===== config.mk =====
export PLATFORM = sky130hd
export DESIGN_NAME = dcal_ctrl
export DESIGN_NICKNAME = d
export VERILOG_FILES = /design/src/rtl/dcal_pkg.sv /design/src/rtl/dcal_stepper.sv /design/src/rtl/dcal_toggle.sv /design/src/rtl/dcal_seq.sv /design/src/rtl/dcal_ctrl.sv
export SDC_FILE = /design/constraint.sdc
export NUM_CORES = 1
export LEC_CHECK = 0
export BUFFER_PORTS_ARGS = -buffer_cell sky130_fd_sc_hd__buf_4
export CAP_MARGIN = 20
export CORE_AREA = 3 3 40 42
export CTS_BUF_LIST = sky130_fd_sc_hd__clkbuf_2 sky130_fd_sc_hd__clkbuf_4 sky130_fd_sc_hd__clkbuf_8
export DETAILED_ROUTE_END_ITERATION = 6
export DIE_AREA = 0 0 43 45
export PLACE_DENSITY = 0.75
export SETUP_SLACK_MARGIN = 0.5
export SLEW_MARGIN = 40
export SYNTH_ARGS = -nofsm -noshare
export SYNTH_HDL_FRONTEND = slang
export SYNTH_SLANG_ARGS = --single-unit

===== constraint.sdc =====
create_clock -name clk -period 1.85 [get_ports clk]
set_input_delay 0.185 -clock clk [delete_from_list [all_inputs] [get_ports clk]]
set_output_delay 0.185 -clock clk [all_outputs]
set_load 0.02 [all_outputs]

===== src/rtl/dcal_pkg.sv =====
package dcal_pkg;

  typedef enum logic [1:0] {
    CAL_IDLE = 2'd0,
    CAL_RUN  = 2'd1,
    CAL_HOLD = 2'd2
  } cal_state_e;

  // One saturating step of the code toward up/down, bounded by [0, top].
  function automatic int unsigned sat_step(int unsigned cur, logic up, int unsigned top);
    if (up) return (cur >= top) ? top : cur + 1;
    else    return (cur == 0)   ? 0   : cur - 1;
  endfunction

  // Reversal counter update, saturating at lim.
  function automatic int unsigned rev_next(int unsigned cnt, logic flip, int unsigned lim);
    if (!flip)      return cnt;
    if (cnt >= lim) return lim;
    return cnt + 1;
  endfunction

endpackage


===== src/rtl/dcal_stepper.sv =====
module dcal_stepper #(
  parameter int CODE_W    = 4,
  parameter int INIT_CODE = 8
) (
  input  logic              clk,
  input  logic              rst_n,
  input  logic              load,
  input  logic              step,
  input  logic              up,
  output logic [CODE_W-1:0] code
);
  import dcal_pkg::*;

  localparam int unsigned TOP = (1 << CODE_W) - 1;
  localparam logic [CODE_W-1:0] INIT = CODE_W'(INIT_CODE);

  logic [CODE_W-1:0] code_nx;

  always_comb begin
    code_nx = code;
    if (load)      code_nx = INIT;
    else if (step) code_nx = CODE_W'(sat_step(int'(code), up, TOP));
  end

  always_ff @(posedge clk or negedge rst_n) begin
    if (!rst_n) code <= INIT;
    else        code <= code_nx;
  end
endmodule


===== src/rtl/dcal_toggle.sv =====
module dcal_toggle #(
  parameter int REV_MIN = 2
) (
  input  logic clk,
  input  logic rst_n,
  input  logic clear,
  input  logic sample,
  input  logic dec,
  output logic fall_qual
);
  import dcal_pkg::*;

  localparam int REV_W = $clog2(REV_MIN + 1);

  logic             prev_dec;
  logic             have_prev;
  logic [REV_W-1:0] rev_cnt;
  logic             flip;
  logic [REV_W-1:0] rev_nx;

  assign flip      = have_prev && (prev_dec != dec);
  assign rev_nx    = REV_W'(rev_next(int'(rev_cnt), flip, REV_MIN));
  assign fall_qual = have_prev && prev_dec && !dec && (int'(rev_nx) >= REV_MIN);

  always_ff @(posedge clk or negedge rst_n) begin
    if (!rst_n) begin
      prev_dec  <= 1'b0;
      have_prev <= 1'b0;
      rev_cnt   <= '0;
    end else if (clear) begin
      prev_dec  <= 1'b0;
      have_prev <= 1'b0;
      rev_cnt   <= '0;
    end else if (sample) begin
      prev_dec  <= dec;
      have_prev <= 1'b1;
      rev_cnt   <= rev_nx;
    end
  end
endmodule


===== src/rtl/dcal_seq.sv =====
module dcal_seq (
  input  logic clk,
  input  logic rst_n,
  input  logic start,
  input  logic freeze,
  output logic running,
  output logic holding
);
  import dcal_pkg::*;

  cal_state_e st, st_nx;

  always_comb begin
    st_nx = st;
    if (start)                          st_nx = CAL_RUN;
    else if (st == CAL_RUN && freeze)   st_nx = CAL_HOLD;
  end

  always_ff @(posedge clk or negedge rst_n) begin
    if (!rst_n) st <= CAL_IDLE;
    else        st <= st_nx;
  end

  assign running = (st == CAL_RUN);
  assign holding = (st == CAL_HOLD);
endmodule


===== src/rtl/dcal_ctrl.sv =====
module dcal_ctrl #(
  parameter int CODE_W  = 4,
  parameter int REV_MIN = 2
) (
  input  logic              clk,
  input  logic              rst_n,
  input  logic              cal_start,
  input  logic              upd_stb,
  input  logic              dec,
  input  logic              ovr_sel,
  input  logic [CODE_W-1:0] ovr_code,
  output logic [CODE_W-1:0] code_o,
  output logic              done_o
);
  localparam int INIT_CODE = 1 << (CODE_W - 1);

  logic              running;
  logic              holding;
  logic              sample_ev;
  logic              fall_qual;
  logic              freeze_ev;
  logic              step_en;
  logic [CODE_W-1:0] run_code;

  assign sample_ev = upd_stb && running && !cal_start;
  assign freeze_ev = sample_ev && fall_qual;
  assign step_en   = sample_ev && !fall_qual;

  dcal_seq u_seq (
    .clk     (clk),
    .rst_n   (rst_n),
    .start   (cal_start),
    .freeze  (freeze_ev),
    .running (running),
    .holding (holding)
  );

  dcal_toggle #(.REV_MIN(REV_MIN)) u_tog (
    .clk       (clk),
    .rst_n     (rst_n),
    .clear     (cal_start),
    .sample    (sample_ev),
    .dec       (dec),
    .fall_qual (fall_qual)
  );

  dcal_stepper #(.CODE_W(CODE_W), .INIT_CODE(INIT_CODE)) u_step (
    .clk   (clk),
    .rst_n (rst_n),
    .load  (cal_start),
    .step  (step_en),
    .up    (dec),
    .code  (run_code)
  );

  assign done_o = holding;
  assign code_o = ovr_sel ? ovr_code : run_code;
endmodule


# Yosys cells after proc, flatten, opt, wreduce, memory -nomap -nowiden
# Cells that the tools add are included.
# op_classes
addsub	3
magnitude_cmp	3
eq_ne	3
muxes	20
n_reduce_logical	16
# ops
op	count
2-to-1 mux 4 bit	6
2-to-1 mux 2 bit	8
logical AND 1 bit	9
2-to-1 mux 1 bit	6
nonzero test 2 bit	3
adder 4 x 1 -> 4 bit, second input constant	1
>= comparator 2 bit, second input constant	2
>= comparator 4 bit, second input constant	1
logical NOT 4 bit	1
subtractor 4 x 1 -> 4 bit, second input constant	1
logical NOT 1 bit	3
adder 2 x 1 -> 2 bit, second input constant	1
equality test 2 x 1 -> 1 bit, second input constant	1
equality test 2 bit, second input constant	1
inequality test 1 bit	1
# totals
reg_bits	10
in_bits	10
out_inout_bits	5
wordCells	50

# Longest topological paths before layout
# logic_depth
word_depth	12
mapped_depth	6
mapped_depth_nobuf	6

# Modules after synthesis
# Synthesis repeated with hierarchy kept, for this count alone.
# unflattened
cells_unflattened	78
hier_area_um2	735.7
# by_module_without_submodules
mod	instances	cells_each	area_per_inst_um2	seq_area_each_um2
dcal_stepper	1	46	381.6	101.3
dcal_toggle	1	17	190.2	100.1
dcal_seq	1	8	87.6	50.0
dcal_ctrl	1	7	76.3	0.0

# Worst setup path before layout
# No wires, ideal clock.
# synth_timing
path_kind	reg-to-reg
startpoint	register u_step.code[3]
endpoint	register u_step.code[3]
setup_ns	0.084
arrival_time_ns	1.465
t_required_ns	1.766
setup_slack_ns	0.302
stages_incl_launch_ff	5
path_buffers	1
synth_period_minus_slack_ns	1.548
cell_sequence	dfstp_2 > clkbuf_1 > inv_1 > o311a_1 > a221o_1
# synth_via
elab_chain_len	5
elab_cells_between_ends	9
cone_classes	2 x add/sub; 1 x order compare; 5 x mux; 1 x reduce/logical
# synth_rtl
element	line	source
start: declaration	dcal_stepper.sv:10	output logic [CODE_W-1:0] code
start signal: assignment	dcal_stepper.sv:27	else code <= code_nx;
subtractor 4 x 1 -> 4 bit (tied with other cells)	dcal_pkg.sv:12	else return (cur == 0) ? 0 : cur - 1;
2-to-1 mux 4 bit (on tied branches)	dcal_pkg.sv:12, dcal_pkg.sv:11	
2-to-1 mux 4 bit (*)	dcal_pkg.sv:11	if (up) return (cur >= top) ? top : cur + 1;
2-to-1 mux 4 bit (*)	dcal_stepper.sv:22	else if (step) code_nx = CODE_W'(sat_step(int'(code), up, TOP));
2-to-1 mux 4 bit (*)	dcal_stepper.sv:21	if (load) code_nx = INIT;
# Mark *: on every way between the ends. The rest lies on a longest branch, timed or not. The select of a mux whose other input is x is not followed.
# A chain may end at the register's enable or synchronous reset.

# Worst setup path in the final report
# layout_timing
startpoint	register u_step.code[0]
endpoint	register u_step.code[3]
# Same word-level chain as after synthesis.

==> impl_metrics.json <==
{
  "rows": 13,
  "netSwitchingPower_w": 0.0002125,
  "hold_depth": 2,
  "htreeDepth": 1,
  "fp.dieW_microns": 43,
  "status": "finished with violations",
  "p_comb_frac": 0.340,
  "clock_tree.root_cell": "clkbuf_4",
  "grt_max_degree": 17,
  "ys_seq_elements": 10,
  "insertion_delay_ps": 270,
  "grt_pass1_vias": 588,
  "p_int_w": 0.0004423,
  "setup_viol": 0,
  "pwr-share-seq": 0.386,
  "worstSetupPathType": "reg2reg",
  "path_max_fanout": 5,
  "clock.fmax_mhz": 648.7,
  "drc": 2,
  "rsz0062_at_grt": "yes",
  "period_minus_slack_ps": 1542,
  "syn_nets": 91,
  "avgSynthCellArea_sq_um": 8.614,
  "end_kind": "flip-flop",
  "grt_first_pass_wirelength_microns": 2628,
  "vias": 725,
  "power.density_nw_per_um2": 673.5,
  "core_sq_um": 1285,
  "port_buffers": 14,
  "clock-sinks": 10,
  "track_usage": 0.1813,
  "syn-cell-area_sq_um": 671.9,
  "hp-class": "in2reg",
  "cp-start-kind": "flip-flop",
  "pwr-share-clk": 0.273,
  "io_pins": 15,
  "die-area_sq_um": 1935,
  "tightestPinTransition_ps": 374.2,
  "drtIter0Drc": 25,
  "worstRegToRegCells": 3,
  "violations": "design-rule violations",
  "sw_frac_of_total": 0.3245,
  "fp.dieH_microns": 45,
  "cts_buffer_depth": 2,
  "synthToLayoutAreaGrowth_pct": 44.69,
  "cp.arrival_ps": 1740,
  "max_stage_delay_ps": 460,
  "fin_skew_ps": 2.850,
  "regToRegEndpoint": "u_step.code[3]",
  "path_clk_slew_ps": 70,
  "slowest_stage": "dfrtp_2",
  "layout-drive-gt1-share": 0.4804,
  "period_share": 0.8333,
  "antenna_found_initial": 0,
  "p_leak_nw": 0.4341,
  "synth_seq_area_share": 0.3743,
  "slew_viol_final": 0,
  "min_to": "u_seq.st[1]",
  "relSlewSlack": 0.7496,
  "start_util": 0.5229,
  "r2r_slack_ps": 310,
  "finalHoldViolCount": 0,
  "antennaDiodeCount": 0,
  "final_nets": 116,
  "ys_warn_count": 0,
  "postRouteWirelength_microns": 1994,
  "worst_ir_drop_vdd_v": 0.0004334,
  "crit_chain": "or3_4 > o311a_1 > a221o_1",
  "grt_overflow": 0,
  "vias_per_cell": 6.197,
  "dr.pass1.iters": 6,
  "cts_tree": "built",
  "numCtsBuffers": 3,
  "required_ps": 2050,
  "max_cap_viol_count": 0,
  "hold_path.startpoint": "cal_start",
  "r2r-start": "u_step.code[0]",
  "wl_per_cell_microns": 17.04,
  "fin_util": 0.7566,
  "setup_tns_ps": 0,
  "dp_hpwl_microns": 1075,
  "p_total_w": 0.0006548,
  "gp_congestion": 0.8063,
  "synth_cell_type_count": 29,
  "synth_cells": 78,
  "ant_nets": 0
}
==> how the worst max path moves through the flow <==
stage / startpoint / to / slack (ps) / cells after the start
floorplan: u_step.code[2] / u_step.code[3] / 400 / 3
global placement: u_step.code[2] / u_step.code[3] / 320 / 3
detailed placement: u_step.code[2] / u_step.code[3] / 320 / 3
CTS: u_step.code[0] / u_step.code[2] / 340 / 6
global route: u_step.code[0] / u_step.code[3] / 260 / 3
finish: u_step.code[0] / u_step.code[3] / 310 / 3
==> area by class of cell <==
class                   instances  area (sq um)
clock buffers                   4         30.03
inverters                       6         27.53
multi-input cells              57         439.2
repair buffers                 25         201.4
well taps                      15         18.77
flip-flops and latches         10         255.2
fillers                        85         312.8
==> cells in the mapped netlist, drive strengths merged <==
| master | count | area [sq um] |
|---|---|---|
| a211oi | 4 | 30.03 |
| a21o | 1 | 7.510 |
| a21oi | 3 | 15.01 |
| a221o | 1 | 10.01 |
| a311oi | 1 | 8.760 |
| and3 | 2 | 12.51 |
| and3b | 1 | 8.760 |
| buf | 2 | 15.01 |
| clkbuf | 3 | 11.26 |
| dfrtp | 9 | 225.2 |
| dfstp | 1 | 26.28 |
| ha | 3 | 37.54 |
| inv | 6 | 22.52 |
| mux2 | 1 | 11.26 |
| mux2i | 3 | 30.03 |
| nand2 | 10 | 37.54 |
| nand3 | 2 | 10.01 |
| nand4b | 1 | 8.760 |
| nor2 | 7 | 26.28 |
| nor2b | 1 | 6.260 |
| nor3 | 1 | 5.000 |
| o21ai | 7 | 35.03 |
| o311a | 1 | 10.01 |
| o311ai | 1 | 8.760 |
| o31a | 2 | 17.52 |
| o31ai | 2 | 15.01 |
| or3 | 1 | 11.26 |
| xor2 | 1 | 8.760 |
==> worst max-delay path, delay by kind of cell, from the launching register on <==
kind / cells / cell delay (ps)
AO/OA/AOI/OAI: 2 / 640
AND/OR/NAND/NOR: 1 / 370
flip-flops: 1 / 460
==> layout by cell type (no fill, tap or decap), drive strengths merged <==
cell type and n:
buf 24, nand2 10, dfrtp 9, nor2 7, o21ai 7, inv 6
clkbuf 4, a211oi 4, a21oi 3, mux2i 3, ha 3, o31a 2
nand3 2, and3 2, o31ai 2, mux2 1, and3b 1, nor2b 1
a311oi 1, nor3 1, or3 1, o311ai 1, nand4b 1, o311a 1
a221o 1, xor2 1, a21o 1, dlygate4sd3 1, dfstp 1
==> cell families after synthesis <==
family,share of synthesized area
adder cells (fa/ha/maj),0.05587
AND/OR/NAND/NOR,0.1881
AO/OA/AOI/OAI,0.2346
multiplexers,0.06145
XOR/XNOR,0.01304
buffers and inverters,0.07262
flip-flops,0.3743
==> metrics by stage <==
step / instance area (sq um) / setup WS (ps) / std cells / hold WS [ps]
2_1_floorplan: 685.7 / 397.9 / 78 / -110.6
3_3_place_gp: 782.0 / 315.2 / 102 / 21.16
3_5_place_dp: 782.0 / 319.2 / 102 / 22.54
4_1_cts: 864.6 / 342.4 / 110 / 166.0
5_1_grt: 972.2 / 259.9 / 117 / 168.0
6_report: 972.2 / 308.4 / 117 / 170.0
==> layer usage <==
layer | routed length (microns) | vias to the layer above | GRT usage
met1 | 773 | 350 | 0.2150
met5 | 0 | - | 0
met2 | 1006 | 39 | 0.3144
met3 | 123 | 12 | 0.02789
met4 | 91 | 0 | 0.1024
li1 | - | 324 | -
==> registers in the layout, summed over array words and instances, names as in the netlist <==
register         count
u_tog.have_prev      1
u_seq.st             2
u_tog.rev_cnt        2
u_step.code          4
u_tog.prev_dec       1
==> power by group through the flow <==
stage	clock network, W	logic (W)	registers [W]
after floorplan	0	0.000106	0.000247
after global placement	0	0.000142	0.000256
after detailed placement	0	0.000145	0.000256
after CTS	0.000173	0.000171	0.000247
after global routing	0.000193	0.000241	0.000255
final	0.000179	0.000223	0.000253
==> repair_timing <==
action                                  4_1_cts  5_1_grt
resized for setup                             7       17
setup buffers                                 3        7
endpoints found under the setup margin        5        9
hold endpoints to repair                     10        0
pin swaps                                     7        7
gates cloned                                  0        0
hold buffers                                  1        0
Note: power is estimated with default switching activity, not from simulation.
